--- config.mk ---
export PLATFORM = sky130hd
export DESIGN_NAME = edge_stamp_chan
export DESIGN_NICKNAME = d
export VERILOG_FILES = /design/src/rtl/edge_stamp_pkg.sv /design/src/rtl/es_sync_edge.sv /design/src/rtl/es_gate_fsm.sv /design/src/rtl/es_event_fifo.sv /design/src/rtl/edge_stamp_chan.sv
export SDC_FILE = /design/constraint.sdc
export NUM_CORES = 2
export LEC_CHECK = 0
export BUFFER_PORTS_ARGS = -buffer_cell sky130_fd_sc_hd__buf_2
export CORE_MARGIN = 3
export CORE_UTILIZATION = 30
export DETAILED_ROUTE_END_ITERATION = 10
export GPL_TIMING_DRIVEN = 0
export PLACE_DENSITY = 0.46
export SLEW_MARGIN = 20
export SYNTH_ARGS = -nofsm -noshare
export SYNTH_HDL_FRONTEND = slang
export SYNTH_SLANG_ARGS = --single-unit
--- constraint.sdc ---
create_clock -name clk -period 4.8 [get_ports clk]
set_input_delay 0.96 -clock clk [delete_from_list [all_inputs] [get_ports clk]]
set_output_delay 0.96 -clock clk [all_outputs]
set_load 0.005 [all_outputs]
--- src/rtl/edge_stamp_pkg.sv ---
package edge_stamp_pkg;
    typedef enum logic [1:0] {
        GS_IDLE  = 2'd0,
        GS_STAMP = 2'd1,
        GS_COUNT = 2'd2,
        GS_FLUSH = 2'd3
    } gate_state_t;

    localparam int SEL_RISE_BIT = 0;
    localparam int SEL_FALL_BIT = 1;
endpackage

--- src/rtl/es_sync_edge.sv ---
module es_sync_edge #(
    parameter int SYNC_STAGES = 2
) (
    input  logic clk,
    input  logic rst_n,
    input  logic pin_in,
    output logic rise,
    output logic fall
);
    // chain[SYNC_STAGES-1] is the synchronized sample, chain[SYNC_STAGES] the previous one
    logic [SYNC_STAGES:0] chain;

    always_ff @(posedge clk or negedge rst_n) begin
        if (!rst_n) chain[0] <= 1'b0;
        else        chain[0] <= pin_in;
    end

    for (genvar i = 1; i <= SYNC_STAGES; i++) begin : g_stage
        always_ff @(posedge clk or negedge rst_n) begin
            if (!rst_n) chain[i] <= 1'b0;
            else        chain[i] <= chain[i-1];
        end
    end

    assign rise = chain[SYNC_STAGES-1] & ~chain[SYNC_STAGES];
    assign fall = ~chain[SYNC_STAGES-1] & chain[SYNC_STAGES];

    // a single sample pair cannot be both a rising and a falling transition
    p_edge_excl_r2: assert property (@(posedge clk) disable iff (!rst_n)
        $onehot0({rise, fall}));
endmodule

--- src/rtl/es_gate_fsm.sv ---
module es_gate_fsm
    import edge_stamp_pkg::*;
#(
    parameter int TS_W  = 64,
    parameter int CNT_W = 64
) (
    input  logic            clk,
    input  logic            rst_n,
    input  logic            gate_open,
    input  logic            gate_close,
    input  logic [1:0]      gate_sel,
    input  logic            count_mode,
    input  logic            rise,
    input  logic            fall,
    input  logic [TS_W-1:0] ts,
    output logic            push,
    output logic [TS_W-1:0] push_data,
    output logic            active
);
    gate_state_t state_q, state_d;
    logic [1:0]       sel_q;
    logic [CNT_W-1:0] tally_q;
    logic             hit;

    assign hit = (rise & sel_q[SEL_RISE_BIT]) | (fall & sel_q[SEL_FALL_BIT]);

    // state register
    always_ff @(posedge clk or negedge rst_n) begin
        if (!rst_n) state_q <= GS_IDLE;
        else        state_q <= state_d;
    end

    // next state
    always_comb begin
        state_d = state_q;
        unique case (state_q)
            GS_IDLE:  if (gate_open) state_d = count_mode ? GS_COUNT : GS_STAMP;
            GS_STAMP: if (gate_close) state_d = GS_IDLE;
            GS_COUNT: if (gate_close) state_d = GS_FLUSH;
            GS_FLUSH: state_d = GS_IDLE;
            default:  state_d = GS_IDLE;
        endcase
    end

    // selector capture and tally
    always_ff @(posedge clk or negedge rst_n) begin
        if (!rst_n) begin
            sel_q   <= 2'b00;
            tally_q <= '0;
        end else begin
            if (state_q == GS_IDLE && gate_open) sel_q <= gate_sel;
            if (state_q == GS_FLUSH)             tally_q <= '0;
            else if (state_q == GS_COUNT && hit) tally_q <= tally_q + 1'b1;
        end
    end

    // outputs
    always_comb begin
        push      = 1'b0;
        push_data = ts;
        active    = 1'b0;
        unique case (state_q)
            GS_IDLE: ;
            GS_STAMP: begin
                active = 1'b1;
                push   = hit;
            end
            GS_COUNT: active = 1'b1;
            GS_FLUSH: begin
                push      = 1'b1;
                push_data = TS_W'(tally_q);
            end
            default: ;
        endcase
    end

    // nothing is written while the gate is closed
    p_idle_silent_r4: assert property (@(posedge clk) disable iff (!rst_n)
        (state_q == GS_IDLE) |-> !push);
    // flush lasts one cycle and leaves the tally at zero
    p_flush_clears_r8: assert property (@(posedge clk) disable iff (!rst_n)
        (state_q == GS_FLUSH) |=> (state_q == GS_IDLE && tally_q == '0));
    // an open gate stays in its mode until a close arrives
    p_stamp_holds_r10: assert property (@(posedge clk) disable iff (!rst_n)
        (state_q == GS_STAMP && !gate_close) |=> (state_q == GS_STAMP));
    p_count_holds_r10: assert property (@(posedge clk) disable iff (!rst_n)
        (state_q == GS_COUNT && !gate_close) |=> (state_q == GS_COUNT && $stable(sel_q)));
endmodule

--- src/rtl/es_event_fifo.sv ---
module es_event_fifo #(
    parameter int WIDTH = 64,
    parameter int DEPTH = 64
) (
    input  logic             clk,
    input  logic             rst_n,
    input  logic             wr_en,
    input  logic [WIDTH-1:0] wr_data,
    input  logic             rd_en,
    input  logic             ovf_clr,
    output logic             rd_valid,
    output logic [WIDTH-1:0] rd_data,
    output logic             ovf
);
    localparam int AW = (DEPTH > 1) ? $clog2(DEPTH) : 1;
    localparam int LW = $clog2(DEPTH + 1);

    logic [WIDTH-1:0] mem [DEPTH];
    logic [AW-1:0]    wr_ptr, rd_ptr;
    logic [LW-1:0]    level;
    logic             full, do_pop, do_push, drop;

    assign full    = (level == LW'(DEPTH));
    assign do_pop  = rd_en && (level != '0);
    assign do_push = wr_en && (!full || do_pop);
    assign drop    = wr_en && !do_push;

    always_ff @(posedge clk) begin
        if (do_push) mem[wr_ptr] <= wr_data;
    end

    always_ff @(posedge clk or negedge rst_n) begin
        if (!rst_n) begin
            wr_ptr <= '0;
            rd_ptr <= '0;
            level  <= '0;
            ovf    <= 1'b0;
        end else begin
            if (do_push) wr_ptr <= (wr_ptr == AW'(DEPTH - 1)) ? '0 : wr_ptr + 1'b1;
            if (do_pop)  rd_ptr <= (rd_ptr == AW'(DEPTH - 1)) ? '0 : rd_ptr + 1'b1;
            if (do_push && !do_pop)      level <= level + 1'b1;
            else if (do_pop && !do_push) level <= level - 1'b1;
            if (drop)         ovf <= 1'b1;
            else if (ovf_clr) ovf <= 1'b0;
        end
    end

    assign rd_valid = (level != '0);
    assign rd_data  = mem[rd_ptr];

    // occupancy never exceeds the depth
    p_level_bound_r6: assert property (@(posedge clk) disable iff (!rst_n)
        level <= LW'(DEPTH));
    // a write into a full queue with no pop raises the flag
    p_drop_flags_r7: assert property (@(posedge clk) disable iff (!rst_n)
        (wr_en && full && !rd_en) |=> ovf);
    // the flag only falls on a clear
    p_ovf_sticky_r7: assert property (@(posedge clk) disable iff (!rst_n)
        (ovf && !ovf_clr) |=> ovf);
    // popping an empty queue leaves it empty
    p_empty_pop_r9: assert property (@(posedge clk) disable iff (!rst_n)
        (!rd_valid && rd_en && !wr_en) |=> !rd_valid);
endmodule

--- src/rtl/edge_stamp_chan.sv ---
module edge_stamp_chan
    import edge_stamp_pkg::*;
#(
    parameter int TS_W        = 64,
    parameter int DEPTH       = 64,
    parameter int SYNC_STAGES = 2
) (
    input  logic            clk,
    input  logic            rst_n,
    input  logic            pin_in,
    input  logic            gate_open,
    input  logic            gate_close,
    input  logic [1:0]      gate_sel,
    input  logic            count_mode,
    input  logic            rd_en,
    input  logic            ovf_clr,
    output logic            rd_valid,
    output logic [TS_W-1:0] rd_data,
    output logic            rd_ovf,
    output logic            gate_active
);
    logic [TS_W-1:0] ts_q;
    logic            rise, fall, push;
    logic [TS_W-1:0] push_data;

    always_ff @(posedge clk or negedge rst_n) begin
        if (!rst_n) ts_q <= '0;
        else        ts_q <= ts_q + 1'b1;
    end

    es_sync_edge #(.SYNC_STAGES(SYNC_STAGES)) u_sync (
        .clk(clk), .rst_n(rst_n), .pin_in(pin_in), .rise(rise), .fall(fall)
    );

    es_gate_fsm #(.TS_W(TS_W), .CNT_W(TS_W)) u_gate (
        .clk(clk), .rst_n(rst_n), .gate_open(gate_open), .gate_close(gate_close),
        .gate_sel(gate_sel), .count_mode(count_mode), .rise(rise), .fall(fall),
        .ts(ts_q), .push(push), .push_data(push_data), .active(gate_active)
    );

    es_event_fifo #(.WIDTH(TS_W), .DEPTH(DEPTH)) u_fifo (
        .clk(clk), .rst_n(rst_n), .wr_en(push), .wr_data(push_data),
        .rd_en(rd_en), .ovf_clr(ovf_clr), .rd_valid(rd_valid),
        .rd_data(rd_data), .ovf(rd_ovf)
    );

    // the coarse counter advances by exactly one per cycle
    p_ts_step_r2: assert property (@(posedge clk) disable iff (!rst_n)
        (ts_q != '1) |=> (ts_q == $past(ts_q) + 1'b1));
endmodule

==> impl_results.md <==
* IO Port Bufs at 76
* Final Non-Filler Cells at 16400
* PwrDens at 523 nW/um^2
* Die Height at 745 microns
* Initial antenna violation count at 27
* Worst Skew at 0.0484 ns
* CTS H-tree depth at 5
* Die ar. at 555000 sq um
* Max Slew Vio Count at 0
* DRT Wirelength at 568 mm
* Yosys cell types at 77
* Crit start category: register
* Achievable clock frequency at 203 MHz
* Sequential share of the synthesized area at 77.4%
* Post-synth top flop: edfxtp_1
* Starting Density at 30.2%
* Via count at 86900
* Req. time, crit path at 3.84 ns
* Synth warn at 0
* Overall power at 107 mW
* Clock sink count at 4251
* Row count at 270
* Vias/cell at 5.31
* Core Box Area at 543000 sq um
* Synthesized flop and latch total at 4251
* CTS tree: yes
* DR iter-0 viols at 11100
* Longest Clk Path Bufs at 4
* First-pass GRT wire length at 756 mm
* Post-Syn Area at 164000 sq um
* Status: complete, but fails checks
* Hold slack at 0.201 ns
* Root buf cell: clkbuf_16
* Failing checks: setup timing
* Clk slew on worst S/H paths at 0.07 ns
* Nets at 8800
* Routed Antenna Nets at 0
* LEAKAGE at 64.1 nW
* Post-Syn Nets at 7752
* Worst Hold Class: in2reg
* Worst R2R Setup Slack at 0.02 ns
* Die X at 745 microns
* Sum Neg Setup Slack at -2.29 ns
* TritonRoute pass-1 iters at 7
* Worst Max-Slew Pin Slew at 1.18 ns
* Worst vdd ir at 0.000396 V
* CP arrival at 3.96 ns
* Worst-Skew Late Latency at 1.03 ns
* DRC at 0
* Cells after Synth at 7725
* Cell count after placement at 15400
* CP Capture Type: output port
* Period utilisation layout at 102%
* RSZ-0062 raised after global routing: yes
* Fraction of layout instances using a drive strength above 1 at 35.1%
* Final Hold Fails at 0
* Minimum clock period at 4.92 ns
* Drt wl/cell at 34.7 microns
* Final setup viols at 43
* Detailed placement HPWL at 394 mm
* Synth async-reset ratio at 3.65%
* Top Ports at 77
* Area Overhead vs Synth at 24.9%
* Total track usage at 19.8%
* Slew HR at 21.7%
* Syn Area/Cell at 21.2 sq um
* Max-Cap Viols at 0
* Largest net degree at the start of global routing at 84
* CP Max Fanout at 10
* RePlAce Congestion at 0.808
* CTS Buf Count at 441
* Final worst slack at -0.118 ns
* Crit Path Category: reg2out
* Number of synthesized flops with an enable pin at 4096
* Overflow after GRT at 0
* Fill count at 49000
* Vias in the first global route at 86800
## worst max-delay path, cell delays in order, from the launching register on
cell      delay (ns)
dfrtp_1         0.41
buf_12          0.15
buf_12          0.13
buf_16          0.13
buf_12          0.14
buf_16          0.20
buf_12          0.19
mux4_2          0.59
a22oi_1         0.18
o211ai_1        0.26
a22o_4          0.37
buf_2           0.14
## final timing paths
path	from	end	cells past startpoint
worst max-delay path	u_fifo.rd_ptr[0]	rd_data[62]	11
worst min-delay path	ovf_clr	u_fifo.ovf	2
worst max register to register	u_gate.state_q[1]	u_fifo.mem[59][35]	10
worst min register to register	u_sync.chain[1]	u_sync.chain[2]	0
max in group asynchronous	rst_n	u_fifo.wr_ptr[5]	3
min in group asynchronous	rst_n	u_fifo.level[6]	2
## where the power goes
part | switching (mW) | internal [mW] | leakage (nW)
clock | 14.6 | 19.1 | 6.88
sequential | 0.223 | 40.9 | 38.6
combinational | 20.5 | 11.8 | 18.6
total | 35.3 | 71.8 | 64.1
## flip-flops by register name (all words and copies together), names as in the netlist, 2 cells and up
register	count
ts_q	64
u_fifo.level	7
u_fifo.mem	4096
u_fifo.rd_ptr	6
u_fifo.wr_ptr	6
u_gate.sel_q	2
u_gate.state_q	2
u_gate.tally_q	64
u_sync.chain	3
## Yosys cell counts (6+ instances only)
cell       count  area share, %
buf_6          6          0.041
nand3_1      116           0.35
o211ai_1      39           0.18
and3_1        36           0.14
inv_1         34          0.078
edfxtp_1    4096             75
nor3_1        45           0.14
o22ai_1       43           0.16
ha_1          16           0.12
nand3b_1       7          0.032
xor2_1        45           0.24
nand2_1      216           0.49
and2_1         8          0.031
dfrtp_1      155            2.4
nor2_1       119           0.27
mux4_2       905             12
or4_1         28           0.13
o221ai_1      64           0.34
nand2b_1       6          0.023
nand4_1       38           0.15
o2bb2ai_1     45           0.24
a22o_1        19           0.10
buf_1         54           0.12
buf_4         13          0.060
mux2i_1      356            2.2
a21oi_1      227           0.69
o21ai_0      122           0.37
nor4_1        11          0.042
mux2_2        60           0.41
a211oi_1      42           0.19
clkbuf_1     243           0.56
or3_1         21          0.080
buf_2        129           0.39
xnor2_1       43           0.23
a22oi_1      159           0.73
o31ai_1       28           0.13
and4_1         6          0.032
a221oi_1      61           0.33
## metal layers
layer / global-route usage (%) / vias up / share of wire (%)
li1: - / 34700 / -
met1: 26.8 / 47700 / 41
met2: 33.0 / 3657 / 48
met3: 2.88 / 746 / 7.0
met4: 6.26 / 6 / 3.8
met5: 0 / - / 0.0060
## metrics by stage
step,worst slack [ns],instance area [sq um],util [%]
2_1_floorplan,-0.465,164000,-
3_3_place_gp,-6.62,173000,31.9
3_5_place_dp,-1.96,182000,33.6
4_1_cts,-0.351,200000,36.9
5_1_grt,-0.154,205000,37.7
6_report,-0.118,205000,37.7
## kinds of logic after synthesis
group / Yosys count / synth area share [%]
multiplexers: 1321 / 15.0
buffers and inverters: 484 / 1.28
flip-flops: 4251 / 77.4
AND/OR/NAND/NOR: 701 / 2.13
AO/OA/AOI/OAI: 863 / 3.55
adder cells (fa/ha/maj): 17 / 0.134
XOR/XNOR: 88 / 0.470
## timing repair
item	in CTS	in global routing
cloned	2	14
endpoints found under the setup margin	85	227
gates resized for setup	1015	654
hold endpoints to repair	73	0
pin swaps	30	142
setup buffers	14	160
hold buffers	2	0
## cell usage in the layout (no fill, tap or decap), drive strengths merged, types with 19 or more instances in the layout
| master | netlist | layout |
|---|---|---|
| nor3 | 46 | 46 |
| mux2i | 356 | 356 |
| nand3 | 118 | 118 |
| xor2 | 45 | 45 |
| inv | 36 | 46 |
| and3 | 37 | 37 |
| o21ai | 123 | 123 |
| o211ai | 39 | 39 |
| dfrtp | 155 | 155 |
| a21oi | 227 | 227 |
| nor2 | 120 | 120 |
| o31ai | 28 | 28 |
| nand4 | 38 | 38 |
| edfxtp | 4096 | 4096 |
| o221ai | 64 | 64 |
| or3 | 24 | 24 |
| clkbuf | 245 | 781 |
| a211oi | 42 | 42 |
| a221oi | 61 | 61 |
| buf | 202 | 812 |
| mux2 | 60 | 60 |
| bufinv | 0 | 37 |
| mux4 | 905 | 905 |
| o22ai | 43 | 43 |
| nand2 | 217 | 217 |
| a22oi | 159 | 159 |
| a22o | 19 | 19 |
| o2bb2ai | 45 | 45 |
| or4 | 30 | 30 |
| xnor2 | 43 | 43 |
| clkinv | 0 | 204 |
## area by class of cell
class	instances	area, sq um	area share (%)
sequential	4251	127000	62.0
multi-input combinational	2990	39400	19.2
clock buffer	544	11600	5.68
timing repair buffer	612	10800	5.26
tap	7208	9020	4.41
buffer	441	4390	2.15
clock inverter	264	2440	1.19
inverter	36	153	0.0746
antenna	11	27.5	0.0135
Power figures use the tool's default switching activity.
